==> config.mk <==
export PLATFORM = sky130hd
export DESIGN_NAME = lcall_seq
export DESIGN_NICKNAME = d
export VERILOG_FILES = /design/src/rtl/lcall_pkg.sv /design/src/rtl/lcall_fsm.sv /design/src/rtl/lcall_regs.sv /design/src/rtl/lcall_bus.sv /design/src/rtl/lcall_seq.sv
export SDC_FILE = /design/constraint.sdc
export NUM_CORES = 1
export LEC_CHECK = 0
export ABC_AREA = 1
export BUFFER_PORTS_ARGS = -buffer_cell sky130_fd_sc_hd__buf_2
export CAP_MARGIN = 30
export CORE_MARGIN = 8
export CORE_UTILIZATION = 52
export CTS_CLUSTER_SIZE = 25
export DETAILED_ROUTE_END_ITERATION = 7
export PLACE_DENSITY = 0.81
export SYNTH_ARGS = -nofsm -noshare
export SYNTH_HDL_FRONTEND = slang
export SYNTH_SLANG_ARGS = --single-unit
==> constraint.sdc <==
create_clock -name clk -period 2 [get_ports clk]
set_clock_uncertainty 0.15 [all_clocks]
set_input_delay 0.4 -clock clk [delete_from_list [all_inputs] [get_ports clk]]
set_output_delay 0.4 -clock clk [all_outputs]
set_load 0.005 [all_outputs]
==> src/rtl/lcall_pkg.sv <==
package lcall_pkg;
  typedef enum logic [2:0] {
    ST_IDLE  = 3'd0,
    ST_OPLO  = 3'd1,
    ST_OPHI  = 3'd2,
    ST_PUSHB = 3'd3,
    ST_DUMMY = 3'd4,
    ST_BANK  = 3'd5,
    ST_PUSHH = 3'd6,
    ST_PUSHL = 3'd7
  } lc_state_t;
endpackage

==> src/rtl/lcall_fsm.sv <==
module lcall_fsm
  import lcall_pkg::*;
#(
  parameter int DATA_W = 8,
  parameter logic [DATA_W-1:0] OPCODE = 'h22
) (
  input  logic              clk,
  input  logic              rst_n,
  input  logic              go,
  input  logic              ld_en,
  input  logic [DATA_W-1:0] din,
  output lc_state_t         state,
  output logic              accept,
  output logic              done
);
  lc_state_t nxt;

  // a preset in the same cycle wins over the opcode fetch
  assign accept = (state == ST_IDLE) && go && !ld_en && (din == OPCODE);
  assign done   = (state == ST_PUSHL);

  always_comb begin
    case (state)
      ST_IDLE:  nxt = accept ? ST_OPLO : ST_IDLE;
      ST_OPLO:  nxt = ST_OPHI;
      ST_OPHI:  nxt = ST_PUSHB;
      ST_PUSHB: nxt = ST_DUMMY;
      ST_DUMMY: nxt = ST_BANK;
      ST_BANK:  nxt = ST_PUSHH;
      ST_PUSHH: nxt = ST_PUSHL;
      default:  nxt = ST_IDLE;
    endcase
  end

  always_ff @(posedge clk or negedge rst_n) begin
    if (!rst_n) state <= ST_IDLE;
    else        state <= nxt;
  end
endmodule

==> src/rtl/lcall_regs.sv <==
module lcall_regs
  import lcall_pkg::*;
#(
  parameter int DATA_W = 8,
  parameter logic [2*DATA_W-1:0] SP_RESET = 'h01FF
) (
  input  logic                clk,
  input  logic                rst_n,
  input  lc_state_t           state,
  input  logic                accept,
  input  logic                ld_en,
  input  logic [2*DATA_W-1:0] ld_pc,
  input  logic [DATA_W-1:0]   ld_pbr,
  input  logic [2*DATA_W-1:0] ld_sp,
  input  logic [DATA_W-1:0]   din,
  output logic [2*DATA_W-1:0] pc,
  output logic [DATA_W-1:0]   pbr,
  output logic [2*DATA_W-1:0] sp
);
  localparam int PC_W = 2 * DATA_W;

  logic [DATA_W-1:0] tgt_lo, tgt_hi;

  always_ff @(posedge clk or negedge rst_n) begin
    if (!rst_n) begin
      pc     <= '0;
      pbr    <= '0;
      sp     <= SP_RESET;
      tgt_lo <= '0;
      tgt_hi <= '0;
    end else begin
      case (state)
        ST_IDLE: begin
          if (ld_en) begin
            pc  <= ld_pc;
            pbr <= ld_pbr;
            sp  <= ld_sp;
          end else if (accept) begin
            pc <= pc + 1'b1;
          end
        end
        ST_OPLO: begin
          tgt_lo <= din;
          pc     <= pc + 1'b1;
        end
        ST_OPHI: begin
          tgt_hi <= din;
          pc     <= pc + 1'b1;
        end
        ST_DUMMY: sp  <= sp - 1'b1;
        ST_BANK:  pbr <= din;      // pc stays on the bank byte
        ST_PUSHH: sp  <= sp - 1'b1;
        ST_PUSHL: begin
          sp <= sp - 1'b1;
          pc <= PC_W'({tgt_hi, tgt_lo});
        end
        default: ;
      endcase
    end
  end
endmodule

==> src/rtl/lcall_bus.sv <==
module lcall_bus
  import lcall_pkg::*;
#(
  parameter int DATA_W = 8
) (
  input  lc_state_t           state,
  input  logic                go,
  input  logic [2*DATA_W-1:0] pc,
  input  logic [DATA_W-1:0]   pbr,
  input  logic [2*DATA_W-1:0] sp,
  output logic [3*DATA_W-1:0] addr,
  output logic [DATA_W-1:0]   dout,
  output logic                rw_n,
  output logic                vpa,
  output logic                vda
);
  localparam int PC_W   = 2 * DATA_W;
  localparam int ADDR_W = 3 * DATA_W;

  logic [ADDR_W-1:0] prog_addr, stk_addr;

  assign prog_addr = {pbr, pc};
  assign stk_addr  = {{DATA_W{1'b0}}, sp};

  always_comb begin
    addr = prog_addr;
    dout = '0;
    rw_n = 1'b1;
    vpa  = 1'b0;
    vda  = 1'b0;
    case (state)
      ST_IDLE: begin
        vpa = go;
        vda = go;
      end
      ST_OPLO, ST_OPHI, ST_BANK: vpa = 1'b1;
      ST_PUSHB: begin
        addr = stk_addr;
        rw_n = 1'b0;
        vda  = 1'b1;
        dout = pbr;
      end
      ST_DUMMY: addr = stk_addr;
      ST_PUSHH: begin
        addr = stk_addr;
        rw_n = 1'b0;
        vda  = 1'b1;
        dout = pc[PC_W-1:DATA_W];
      end
      ST_PUSHL: begin
        addr = stk_addr;
        rw_n = 1'b0;
        vda  = 1'b1;
        dout = pc[DATA_W-1:0];
      end
      default: ;
    endcase
  end
endmodule

==> src/rtl/lcall_seq.sv <==
module lcall_seq
  import lcall_pkg::*;
#(
  parameter int DATA_W = 8,
  parameter logic [DATA_W-1:0] OPCODE = 'h22,
  parameter logic [2*DATA_W-1:0] SP_RESET = 'h01FF
) (
  input  logic                clk,
  input  logic                rst_n,
  input  logic                go,
  input  logic [DATA_W-1:0]   din,
  input  logic                ld_en,
  input  logic [2*DATA_W-1:0] ld_pc,
  input  logic [DATA_W-1:0]   ld_pbr,
  input  logic [2*DATA_W-1:0] ld_sp,
  output logic [3*DATA_W-1:0] addr,
  output logic [DATA_W-1:0]   dout,
  output logic                rw_n,
  output logic                vpa,
  output logic                vda,
  output logic                done,
  output logic [2*DATA_W-1:0] pc,
  output logic [DATA_W-1:0]   pbr,
  output logic [2*DATA_W-1:0] sp
);
  lc_state_t state;
  logic      accept;

  lcall_fsm #(.DATA_W(DATA_W), .OPCODE(OPCODE)) u_fsm (
    .clk(clk), .rst_n(rst_n), .go(go), .ld_en(ld_en), .din(din),
    .state(state), .accept(accept), .done(done)
  );

  lcall_regs #(.DATA_W(DATA_W), .SP_RESET(SP_RESET)) u_regs (
    .clk(clk), .rst_n(rst_n), .state(state), .accept(accept),
    .ld_en(ld_en), .ld_pc(ld_pc), .ld_pbr(ld_pbr), .ld_sp(ld_sp),
    .din(din), .pc(pc), .pbr(pbr), .sp(sp)
  );

  lcall_bus #(.DATA_W(DATA_W)) u_bus (
    .state(state), .go(go), .pc(pc), .pbr(pbr), .sp(sp),
    .addr(addr), .dout(dout), .rw_n(rw_n), .vpa(vpa), .vda(vda)
  );
endmodule

### After elaboration in Yosys (flattened, before gate mapping)

Index checks and enable logic that the tools add are counted.
W data, S select, Z words.

* flip-flop bits (word level): 59
* word-level logic and storage cells: 48
* output and inout port bits: 76
* input bits: 52

* equality and inequality tests: 10
* reduce and logical (&&, ||, !) cells: 16
* muxes and demuxes: 14
* add/sub/neg operators: 2

Operators with widths (count)
* $mux W16: 3
* $pmux W16 S3: 1
* $pmux W16 S2: 1
* $mux W24: 1
* $pmux W8 S3: 1
* $pmux W3 S7: 1
* $add A16 B1 Y16 const B: 1
* $pmux W8 S2: 1
* $sub A16 B1 Y16 const B: 1
* $eq A3 B3 Y1 const B: 4
* $reduce_or A3 Y1: 3
* $eq A8 B6 Y1 const B: 1
* $mux W8: 1
* $eq A3 B2 Y1 const B: 2
* $reduce_and A2 Y1: 3
* $pmux W1 S2: 2
* $reduce_bool A2 Y1: 2
* $reduce_or A4 Y1: 1
* $eq A3 B1 Y1 const B: 1
* $logic_and A1 B1 Y1: 3
* $logic_not A3 Y1: 1
* $ne A3 B3 Y1 const B: 1
* $reduce_bool A3 Y1: 1
* $mux W1: 2
* 3 further kinds: 3

### Longest topological paths before layout

Gate-level depths: netlist of run 1.

* depth after elaboration: 7
* depth in mapped cells: 13
* gate-level depth less buffers: 13

### By module

Synthesis of run 1 repeated with hierarchy kept, for this count alone.

* cell total of the unflattened synthesis: 654
* area total of the unflattened synthesis: 4225.3 µm²

By module, submodules not included
* lcall_regs: cells each 499, instances 1, area an instance 3447.1 µm², seq. area each 1412.6 µm²
* lcall_bus: cells each 118, instances 1, area an instance 566.8 µm², seq. area each 0.0 µm²
* lcall_fsm: cells each 37, instances 1, area an instance 211.5 µm², seq. area each 75.1 µm²

### Worst setup path after synthesis of run 1

OpenSTA, ideal clock, no wires.

* path kind: register to output
* from: register u_fsm.state[1]
* to: output port vpa
* data required time: 1.450 ns
* slack: 0.146 ns
* cell stages (with the launch flop): 6
* buffers on the path: 1
* arrival: 1.304 ns
* cells stage by stage: dfrtp_1 > inv_1 > ha_1 > nand2_1 > clkbuf_1 > a31oi_1

* longest elaborated chain between the ends: 3
* elaborated cells on any way between the ends: 6
* those cells by class: eq/ne (3); mux (1); reduce/logical (2)

Ends and longest elaborated chain
* start: declaration: line lcall_fsm.sv:12 `output lc_state_t state,`
* start signal: assignment: line lcall_fsm.sv:37 `else state <= nxt;`
* $eq A3 B1 Y1, or another cell as far along: line lcall_bus.sv:31 `case (state)`
* $reduce_or A3 Y1: line lcall_bus.sv:31
* $pmux W1 S2 (*): line lcall_bus.sv:31
* end: declaration: line lcall_seq.sv:19 `output logic vpa,`

Mark *: on every way between the ends. The rest lies on a longest branch, timed or not.

### Worst setup path after layout of run 1

* from: register u_fsm.state[0]
* to: output port addr[0]

* longest elaborated chain between the ends: 3
* elaborated cells on any way between the ends: 6
* those cells by class: eq/ne (4); mux (1); reduce/logical (1)

Ends and longest elaborated chain
* $eq A3 B3 Y1 or $eq A3 B2 Y1 (tied branches): line lcall_bus.sv:31
* $reduce_or A4 Y1 (no source line) (*)
* $mux W24 (*): line lcall_bus.sv:31
* end: declaration: line lcall_seq.sv:16 `output logic [3*DATA_W-1:0] addr,`

Marks and branches as above.

==> results of run 1 <==
[routing by layer]
metal	GRT usage	routed length [microns]
met1	0.334	6830
met5	0	0
met3	0.0780	2370
met2	0.451	8800
met4	0.154	1040
[registers in the layout (all words and copies together) (netlist names)]
name,cells
u_fsm.state,3
u_regs.pbr,8
u_regs.pc,16
u_regs.sp,16
u_regs.tgt_hi,8
u_regs.tgt_lo,8
[layout by cell type (no fill, tap or decap), types with 7 or more instances in the layout]
cell type,instances
o21ai_2,15
inv_1,55
xor2_1,7
o21ai_0,60
nand3_1,31
o21ai_1,10
dfstp_2,9
nand2_4,18
nand2_2,32
nor2_4,9
dfrtp_1,47
buf_6,22
nor2_1,55
clkbuf_8,10
buf_4,33
buf_2,126
nand2_1,167
[repair_timing]
| action | 4_1_cts | 5_1_grt |
|---|---|---|
| hold endpoints to repair | 50 | 0 |
| hold buffers | 1 | 0 |
| endpoints found under the setup margin | 37 | 68 |
| cloned | 6 | 2 |
| buffers inserted | 20 | 19 |
| resized for setup | 94 | 107 |
| pin swaps | 14 | 28 |
[per-stage QoR]
stage	cells	setup TNS (ps)	instance area, sq um	worst slack, ps	power [mW]
2_1_floorplan	615	0	4180	146	6.43
3_3_place_gp	849	0	5010	69.8	8.45
3_5_place_dp	849	0	5010	4.19	8.65
4_1_cts	892	-5220	5780	-203	11.1
5_1_grt	909	-12260	6280	-367	14.0
6_report	909	-9900	6280	-307	13.3
[report_power, final]
| group | total [mW] | internal, mW | switching, mW |
|---|---|---|---|
| clock | 1.13 | 0.608 | 0.524 |
| combinational | 9.37 | 3.79 | 5.57 |
| sequential | 2.77 | 1.91 | 0.867 |
| total | 13.3 | 6.31 | 6.96 |
[worst max-delay path, cell delays in order, from the launching register on]
cell and delay, ps:
dfrtp_2 430, buf_6 130, o21ai_4 260, buf_6 190
buf_16 140, nand2_4 40, o21ai_1 70, buf_2 140
[final timing paths]
kind	start	to	slack, ps	cells after the start
max	u_fsm.state[0]$_DFF_PN0_	addr[0]	-310	7
min	ld_sp[7]	u_regs.sp[7]$_DFFE_PN1P_	160	3
max reg2reg	u_fsm.state[1]$_DFF_PN0_	u_regs.pc[2]$_DFFE_PN0P_	-220	11
min reg2reg	u_regs.tgt_hi[4]$_DFFE_PN0P_	u_regs.tgt_hi[4]$_DFFE_PN0P_	360	2
max in group asynchronous	rst_n	u_regs.sp[2]$_DFFE_PN1P_	930	3
min in group asynchronous	rst_n	u_regs.pc[14]$_DFFE_PN0P_	440	3
[kinds of logic (layout without fill, tap and decap cells)]
kind of cell	count (synthesis)	in the layout	synth area share
adders and majority gates	7	7	0.0210
DFF	59	59	0.356
AOI/OAI and AO/OA	119	119	0.169
xor gates and xnor gates	8	8	0.0168
buffers and inverters	88	277	0.0973
and+or+nand+nor	334	337	0.340
[cell type report]
cell class                 count  share of cell area
clock buffer                  13              0.0237
clock inverter                 3             0.00638
inverter                      69              0.0484
multi-input combinational    471               0.452
sequential                    59               0.238
tap                          102              0.0203
timing repair buffer         190               0.207
timing repair inverter         2             0.00439
==> impl_metrics.csv, run 1 <==
group,metric,value,unit
outcome,outcome,"finished with violations",
outcome,violations,"negative setup slack",
synth,ys_ff_latch,59,
grt,grt-ovfl-total,0,
synth,synth_cell_types,42,
power,ir_drop,1.20,mV
floorplan,die-area,11200,sq um
cells_and_area,num_antenna_cells,0,
sta,setup_slack,-307,ps
power,p_leak,3.18,nW
sta,post-route-period-util,1.15,
synth,yosysTopAreaCellShare,0.299,
sta,slew_headroom,0.684,
route,drc,0,
synth,syn_area_per_cell,6.80,sq um
clock_network,path_clk_slew,70,ps
cells_and_area,multiInputGateArea,2840,sq um
place,place_congestion,0.982,
sta,period_needed,2310,ps
synth,syn_area,4180,sq um
sta,worstMarginPinSlew,471,ps
grt,grt.total_usage,0.281,
cells_and_area,regArea,1490,sq um
critical_path,crit_type,"reg2out",
grt,grt_max_degree,60,
synth,yosys-top-cells-count,"nand2_1 (208), o21ai_0 (82), nor2_1 (63)",
job,drv_cap,0,
synth,synth_edf_count,0,
min_path,hold_path.class,"in2reg",
sta,slew_violations,0,
floorplan,core-area,7770,sq um
sta,finalHoldViolations,0,
clock_network,clk_latency,360,ps
clock_network,cts_made_buffers,9,
power,pwr_density_cell,2110,nW/um^2
sta,finalSetupViolations,53,
synth,synthTopCellsByArea,"dfrtp_1 (30%), nand2_1 (19%), o21ai_0 (9.8%), dfstp_2 (5.7%), nor2_1 (5.7%)",
grt,grt_pass1_wl,25.3,mm
floorplan,die_w,106,microns
floorplan,io_pins,128,
sta,hold_slack,163,ps
grt,grt_pass1_vias,5033,
place,hpwl,10.9,mm
route,ant_nets,0,
clock_network,cts_buffer_depth,2,
route,via_per_inst,6.12,
cells_and_area,synthToLayoutAreaGrowth,50.2,%
floorplan,rows,32,
synth,yosysMostFrequentCell,"nand2_1",
critical_path,start_kind,"flip-flop",
synth,synth_nets,674,
critical_path,cp_data_arrival_time,1760,ps
critical_path,crit_required,1450,ps
clock_network,cts_max_level,3,
cells_and_area,fill_cells,472,
place,port_buffers,127,
synth,seq_area_frac_synth,0.356,
route,drt-total-wl,19.1,mm
synth,synthFlopType,"dfrtp_1",
clock_network,tritoncts,"yes",
synth,synth.largest_area_cell,"dfrtp_1",
cells_and_area,utilization,0.808,
floorplan,start_util,0.538,
cells_and_area,num-nets-final,861,
grt,antenna_found_initial,0,
critical_path,worstSetupEndpointType,"primary output",
synth,ys_warn_count,0,
route,routed-via-count,5561,
route,dr.pass1.iters,6,
route,drt_iter0_markers,525,
route,wl_per_cell,21.0,microns
sta,clock.fmax,433,MHz
sta,rsz0062_at_grt,"yes",
floorplan,fp.dieH,106,microns
clock_network,cts_root_buf,"clkbuf_8",
synth,synth_cells,615,
clock_network,clock-sinks,59,
synth,synth-async-reset-ratio,1.00,
critical_path,path_max_fanout,8,
cells_and_area,drive_gt1_frac,0.421,
No activity file was read; power rests on OpenSTA's default activity.
==> run 2, diff against run 1 <==
--- a/config.mk
+++ b/config.mk
@@ -9,10 +9,10 @@
 export BUFFER_PORTS_ARGS = -buffer_cell sky130_fd_sc_hd__buf_2
 export CAP_MARGIN = 30
 export CORE_MARGIN = 8
-export CORE_UTILIZATION = 52
+export CORE_UTILIZATION = 23
 export CTS_CLUSTER_SIZE = 25
 export DETAILED_ROUTE_END_ITERATION = 7
-export PLACE_DENSITY = 0.81
+export REMOVE_ABC_BUFFERS = 1
 export SYNTH_ARGS = -nofsm -noshare
 export SYNTH_HDL_FRONTEND = slang
 export SYNTH_SLANG_ARGS = --single-unit
==> run 2 against run 1 <==
Compared with the run above:
- sequential power shrank 5%
- utilization decreased by 45 points
- global-route usage down 13 points
- die area up 100%
- routed wire length down 8.8%
- flip-flop and latch count unchanged
- critical path type unchanged
- the run still ends with negative setup slack left
==> impl_metrics.csv, run 2 (same netlist as run 1, synthesis figures left out) <==
group,metric,value,unit
sta,slew_headroom,0.654,
route,ant_nets,0,
cells_and_area,finalInstanceArea,6350,sq um
cells_and_area,finalNonFillerCells,1027,
floorplan,die-area,22700,sq um
sta,period_needed,2210,ps
place,place_ws,-30.3,ps
critical_path,crit_type,"reg2out",
place,hpwl,13.2,mm
place,placed_area,5290,sq um
sta,worstMarginPinSlew,519,ps
floorplan,die_w,151,microns
cells_and_area,synthToLayoutAreaGrowth,51.9,%
sta,clock.fmax,452,MHz
clock_network,path_clk_slew,60,ps
place,port_buffers,127,
cells_and_area,num-nets-final,852,
floorplan,core-area,17900,sq um
clock_network,cts_root_buf,"clkbuf_16",
floorplan,rows,49,
clock_network,cts_made_buffers,9,
sta,rsz0062_at_grt,"yes",
sta,post-route-period-util,1.11,
min_path,hold_path.class,"in2reg",
floorplan,io_pins,128,
route,routed-via-count,4721,
cells_and_area,top_regs,"u_regs.pc x16, u_regs.sp x16",
clock_network,clock-sinks,59,
outcome,outcome,"finished with violations",
route,dr.pass1.iters,5,
cells_and_area,final_common_cell,"nand2_1",
route,drt_iter0_markers,303,
critical_path,cp_data_arrival_time,1660,ps
sta,finalHoldViolations,0,
grt,grt_pass1_vias,4667,
clock_network,cts_max_level,3,
route,drc,0,
critical_path,path_max_fanout,4,
power,p_total,12.8,mW
cells_and_area,drive_gt1_frac,0.392,
grt,antenna_found_initial,0,
critical_path,crit_required,1450,ps
job,drv_cap,0,
clock_network,tritoncts,"yes",
route,wl_per_cell,16.9,microns
outcome,violations,"negative setup slack",
place,place_congestion,0.863,
sta,finalSetupViolations,52,
route,drt-total-wl,17.4,mm
place,dp_cells,986,
sta,slew_violations,0,
clock_network,clk_latency,340,ps
cells_and_area,num_antenna_cells,0,
critical_path,worstSetupEndpointType,"primary output",
power,p_leak,3.12,nW
grt,grt-ovfl-total,0,
grt,grt.total_usage,0.150,
sta,hold_slack,200,ps
grt,grt_max_degree,25,
route,via_per_inst,4.60,
clock_network,cts_buffer_depth,2,
power,ir_drop,0.728,mV
floorplan,fp.dieH,151,microns
grt,grt_pass1_wl,26.0,mm
critical_path,start_kind,"flip-flop",
power,pwr_density_cell,2020,nW/um^2
cells_and_area,final_cell_mix,"nand2_1 (184), buf_2 (124), o21ai_0 (61)",
sta,setup_slack,-210,ps
floorplan,start_util,0.233,
## run 2: changes by cell type in the layout (fill, tap and decap cells not counted), moves of 4 or more
cell	change
buf_12	+4
buf_6	-11
clkbuf_16	+9
clkbuf_8	-10
nand2_1	+17
nand2_2	-8
nand2_4	-9
o21ai_2	+5
## run 2: area by class of cell
cell class | count | area, sq um
Timing Repair Buffer | 183 | 1290
Multi-Input combinational cell | 470 | 2690
Tap cell | 229 | 287
Timing Repair inverter | 1 | 8.76
Clock buffer | 9 | 225
Inverter | 69 | 302
Sequential cell | 59 | 1490
Clock inverter | 7 | 52.6
Fill cell | 1869 | 11600
## run 2: repair_timing
action / 4_1_cts / 5_1_grt
setup buffers: 9 / 8
pin swaps: 8 / 16
gates cloned: 4 / 3
endpoints found under the setup margin: 40 / 76
gates resized for setup: 85 / 55
hold buffers: 1 / 0
endpoints found under the hold margin: 17 / 0
## run 2: power breakdown
part	internal (mW)	switching, mW	total, mW
clock	0.843	0.618	1.46
combinational	3.75	4.94	8.69
sequential	1.91	0.738	2.64
## run 2: through the flow
stage	utilization	TNS, ps
floorplan	-	-16310
global placement	0.295	-13.1
detailed placement	0.295	-30.3
CTS	0.337	-5610
global route	0.355	-11030
finish	0.355	-6390
## run 2: final timing paths
kind,startpoint,end,slack [ps],cells after the start
worst max-delay path,u_fsm.state[0]$_DFF_PN0_,vpa,-210,6
worst min-delay path,ld_sp[7],u_regs.sp[7]$_DFFE_PN1P_,200,3
worst max register to register,u_fsm.state[0]$_DFF_PN0_,u_regs.pc[15]$_DFFE_PN0P_,-140,13
worst min register to register,u_regs.tgt_hi[1]$_DFFE_PN0P_,u_regs.tgt_hi[1]$_DFFE_PN0P_,340,2
max in group asynchronous,rst_n,u_regs.sp[3]$_DFFE_PN1P_,670,3
min in group asynchronous,rst_n,u_regs.pc[0]$_DFFE_PN0P_,430,2
## run 2: critical path: stages, from the launching register on
cell,delay [ps]
dfrtp_1,430
buf_4,160
buf_4,130
ha_4,170
o21ai_4,190
a31oi_4,110
buf_6,130
## run 2: metal layers
metal	up-vias	track usage	share of wire
met5	-	0	0
met4	0	0.0524	0.024
met3	26	0.0376	0.055
met2	146	0.238	0.47
met1	2199	0.195	0.45
li1	2350	-	-
==> run 3, diff against run 2 <==
==> constraint.sdc (replaced) <==
create_clock -name clk -period 1.8 [get_ports clk]
set_clock_uncertainty 0.15 [all_clocks]
set_input_delay 0.36 -clock clk [delete_from_list [all_inputs] [get_ports clk]]
set_output_delay 0.36 -clock clk [all_outputs]
set_load 0.005 [all_outputs]
==> run 3 against run 2 <==
Compared with the run above:
- the flow still finishes with violations (negative setup slack)
- global-route usage up 0.55 points
- sequential share of layout area down 1.4 points
- clock power up 13%
- flip-flop and latch count unchanged
- via count up 3.3%
- critical path depth unchanged
- critical endpoint is now dout[2]
- largest power group unchanged
==> impl_metrics.csv, run 3 (same netlist as run 1, synthesis figures left out) <==
group,metric,value,unit
outcome,outcome,"finished with violations",
outcome,violations,"negative setup slack",
route,drc,0,
critical_path,crit_path_frequent_cell,"buf_4",
sta,period_needed,2210,ps
clock_network,clock-sinks,59,
min_path,hold_path.class,"in2reg",
critical_path,cp_data_arrival_time,1700,ps
sta,rsz0062_at_grt,"yes",
grt,grt_max_degree,60,
floorplan,fp.dieH,151,microns
critical_path,r2r_end,"u_regs.pc[3]$_DFFE_PN0P_",
clock_network,cts_buffer_depth,2,
floorplan,die-area,22700,sq um
cells_and_area,num-nets-final,886,
place,port_buffers,127,
job,drv_cap,0,
grt,grt_pass1_wl,27.0,mm
place,hpwl,13.4,mm
critical_path,reg2regPathDepth,13,
route,ant_nets,0,
sta,finalHoldViolations,0,
critical_path,start_kind,"flip-flop",
critical_path,critical_path.slowest_cell,"dfrtp_2",
min_path,hold_start,"ld_sp[7]",
clock_network,tritoncts,"yes",
critical_path,path_max_fanout,7,
cells_and_area,final_cell_mix,"nand2_1 (170), buf_2 (126), inv_1 (57)",
critical_path,critical_path.top_delay_family,"buffers and inverters",
floorplan,rows,49,
cells_and_area,drive_gt1_frac,0.439,
clock_network,cts_max_level,3,
clock_network,clk_latency,340,ps
cells_and_area,utilization,0.377,
critical_path,crit_chain,"buf_4 > ha_4 > nand2_8 > buf_4 > o221ai_2 > buf_2",
power,pwr_density_cell,2290,nW/um^2
power,ir_drop,0.845,mV
floorplan,io_pins,128,
critical_path,r2r-start,"u_fsm.state[1]$_DFF_PN0_",
route,dr.pass1.iters,5,
cells_and_area,finalInstanceArea,6750,sq um
grt,antenna_found_initial,0,
critical_path,slowest_delay,440,ps
sta,setup_slack,-411,ps
critical_path,worstSetupEndpointType,"primary output",
grt,grt-ovfl-total,0,
place,placed_area,5500,sq um
critical_path,crit_type,"reg2out",
route,routed-via-count,4875,
route,via_per_inst,4.59,
cells_and_area,num_antenna_cells,0,
clock_network,cts_made_buffers,9,
floorplan,start_util,0.233,
min_path,hold_path_depth,3,
place,place_congestion,0.873,
sta,slew_headroom,0.766,
sta,clock.fmax,452,MHz
sta,finalSetupViolations,68,
min_path,min_to,"u_regs.sp[7]$_DFFE_PN1P_",
floorplan,core-area,17900,sq um
route,drt-total-wl,18.4,mm
floorplan,die_w,151,microns
sta,post-route-period-util,1.23,
power,p_leak,3.36,nW
route,drt_iter0_markers,270,
sta,slew_violations,0,
cells_and_area,synthToLayoutAreaGrowth,61.5,%
grt,grt_pass1_vias,4869,
route,wl_per_cell,17.3,microns
cells_and_area,final_common_cell,"nand2_1",
grt,grt.total_usage,0.156,
cells_and_area,top_regs,"u_regs.pc x16, u_regs.sp x16",
sta,worstMarginPinSlew,351,ps
critical_path,regToRegSetupSlack,-300,ps
clock_network,path_clk_slew,60,ps
critical_path,cp_num_buf_inv,3,
critical_path,crit_required,1290,ps
clock_network,cts_root_buf,"clkbuf_16",
sta,hold_slack,155,ps
## run 3: cell types whose count changed in the layout (fill, tap and decap cells not counted), sizes merged
| cell | delta |
|---|---|
| nand2 | -2 |
| inv | +1 |
| nor2 | +1 |
| clkinv | +1 |
| buf | +33 |
## run 3: worst reg2reg max path, delay by kind of cell, from the launching register on
kind	cells	cell delay, ps
buffers and inverters	6	610
DFF	1	490
and+or+nand+nor	4	480
adders and majority gates	1	140
AOI/OAI and AO/OA	2	120
## run 3: power by group
| part | switching, mW | internal (mW) |
|---|---|---|
| combinational | 5.96 | 4.90 |
| sequential | 0.849 | 2.12 |
| clock | 0.714 | 0.938 |
| total | 7.52 | 7.96 |
## run 3: cell type report
cell class / count / area [sq um]
inverters: 69 / 314
flip-flops and latches: 59 / 1490
repair buffers: 216 / 1580
multi-input cells: 469 / 2770
clock buffers: 9 / 225
clock inverters: 7 / 52.6
repair inverters: 3 / 26.3
fillers: 1882 / 11200
well taps: 229 / 287
## run 3: stage by stage
stage               cells  setup slack [ps]  setup TNS [ps]  power (mW)
floorplan             596              -863          -20890        6.75
global placement     1013              -202           -2350        10.6
detailed placement   1013              -228           -4600        10.6
CTS                  1046              -379          -13570        14.0
global route         1061              -469          -21760        16.6
finish               1061              -411          -17000        15.5
## run 3: repair_timing
item                                    CTS  global route
hold buffers                              1             0
hold endpoints to repair                 50             0
resized for setup                        98           104
cloned                                    6             3
setup buffers                            11            12
pin swaps                                10            35
endpoints found under the setup margin   76            76
## run 3: worst max path at each step
stage / start / endpoint / slack, ps / depth (start not counted)
finish: u_fsm.state[0]$_DFF_PN0_ / dout[2] / -410 / 6
global route: u_fsm.state[0]$_DFF_PN0_ / dout[3] / -470 / 6
CTS: u_fsm.state[0]$_DFF_PN0_ / dout[1] / -380 / 6
detailed placement: u_fsm.state[0]$_DFF_PN0_ / u_regs.pc[15]$_DFFE_PN0P_ / -230 / 12
global placement: u_fsm.state[0]$_DFF_PN0_ / u_regs.pc[15]$_DFFE_PN0P_ / -200 / 12
floorplan: u_fsm.state[2]$_DFF_PN0_ / addr[0] / -860 / 3
## run 3: per-layer routing
| layer | vias to the layer above | global-route usage | wire length [microns] |
|---|---|---|---|
| met1 | 2249 | 0.201 | 8260 |
| met5 | - | 0 | 0 |
| li1 | 2422 | - | - |
| met3 | 38 | 0.0359 | 1060 |
| met2 | 166 | 0.248 | 8420 |
| met4 | 0 | 0.0589 | 653 |
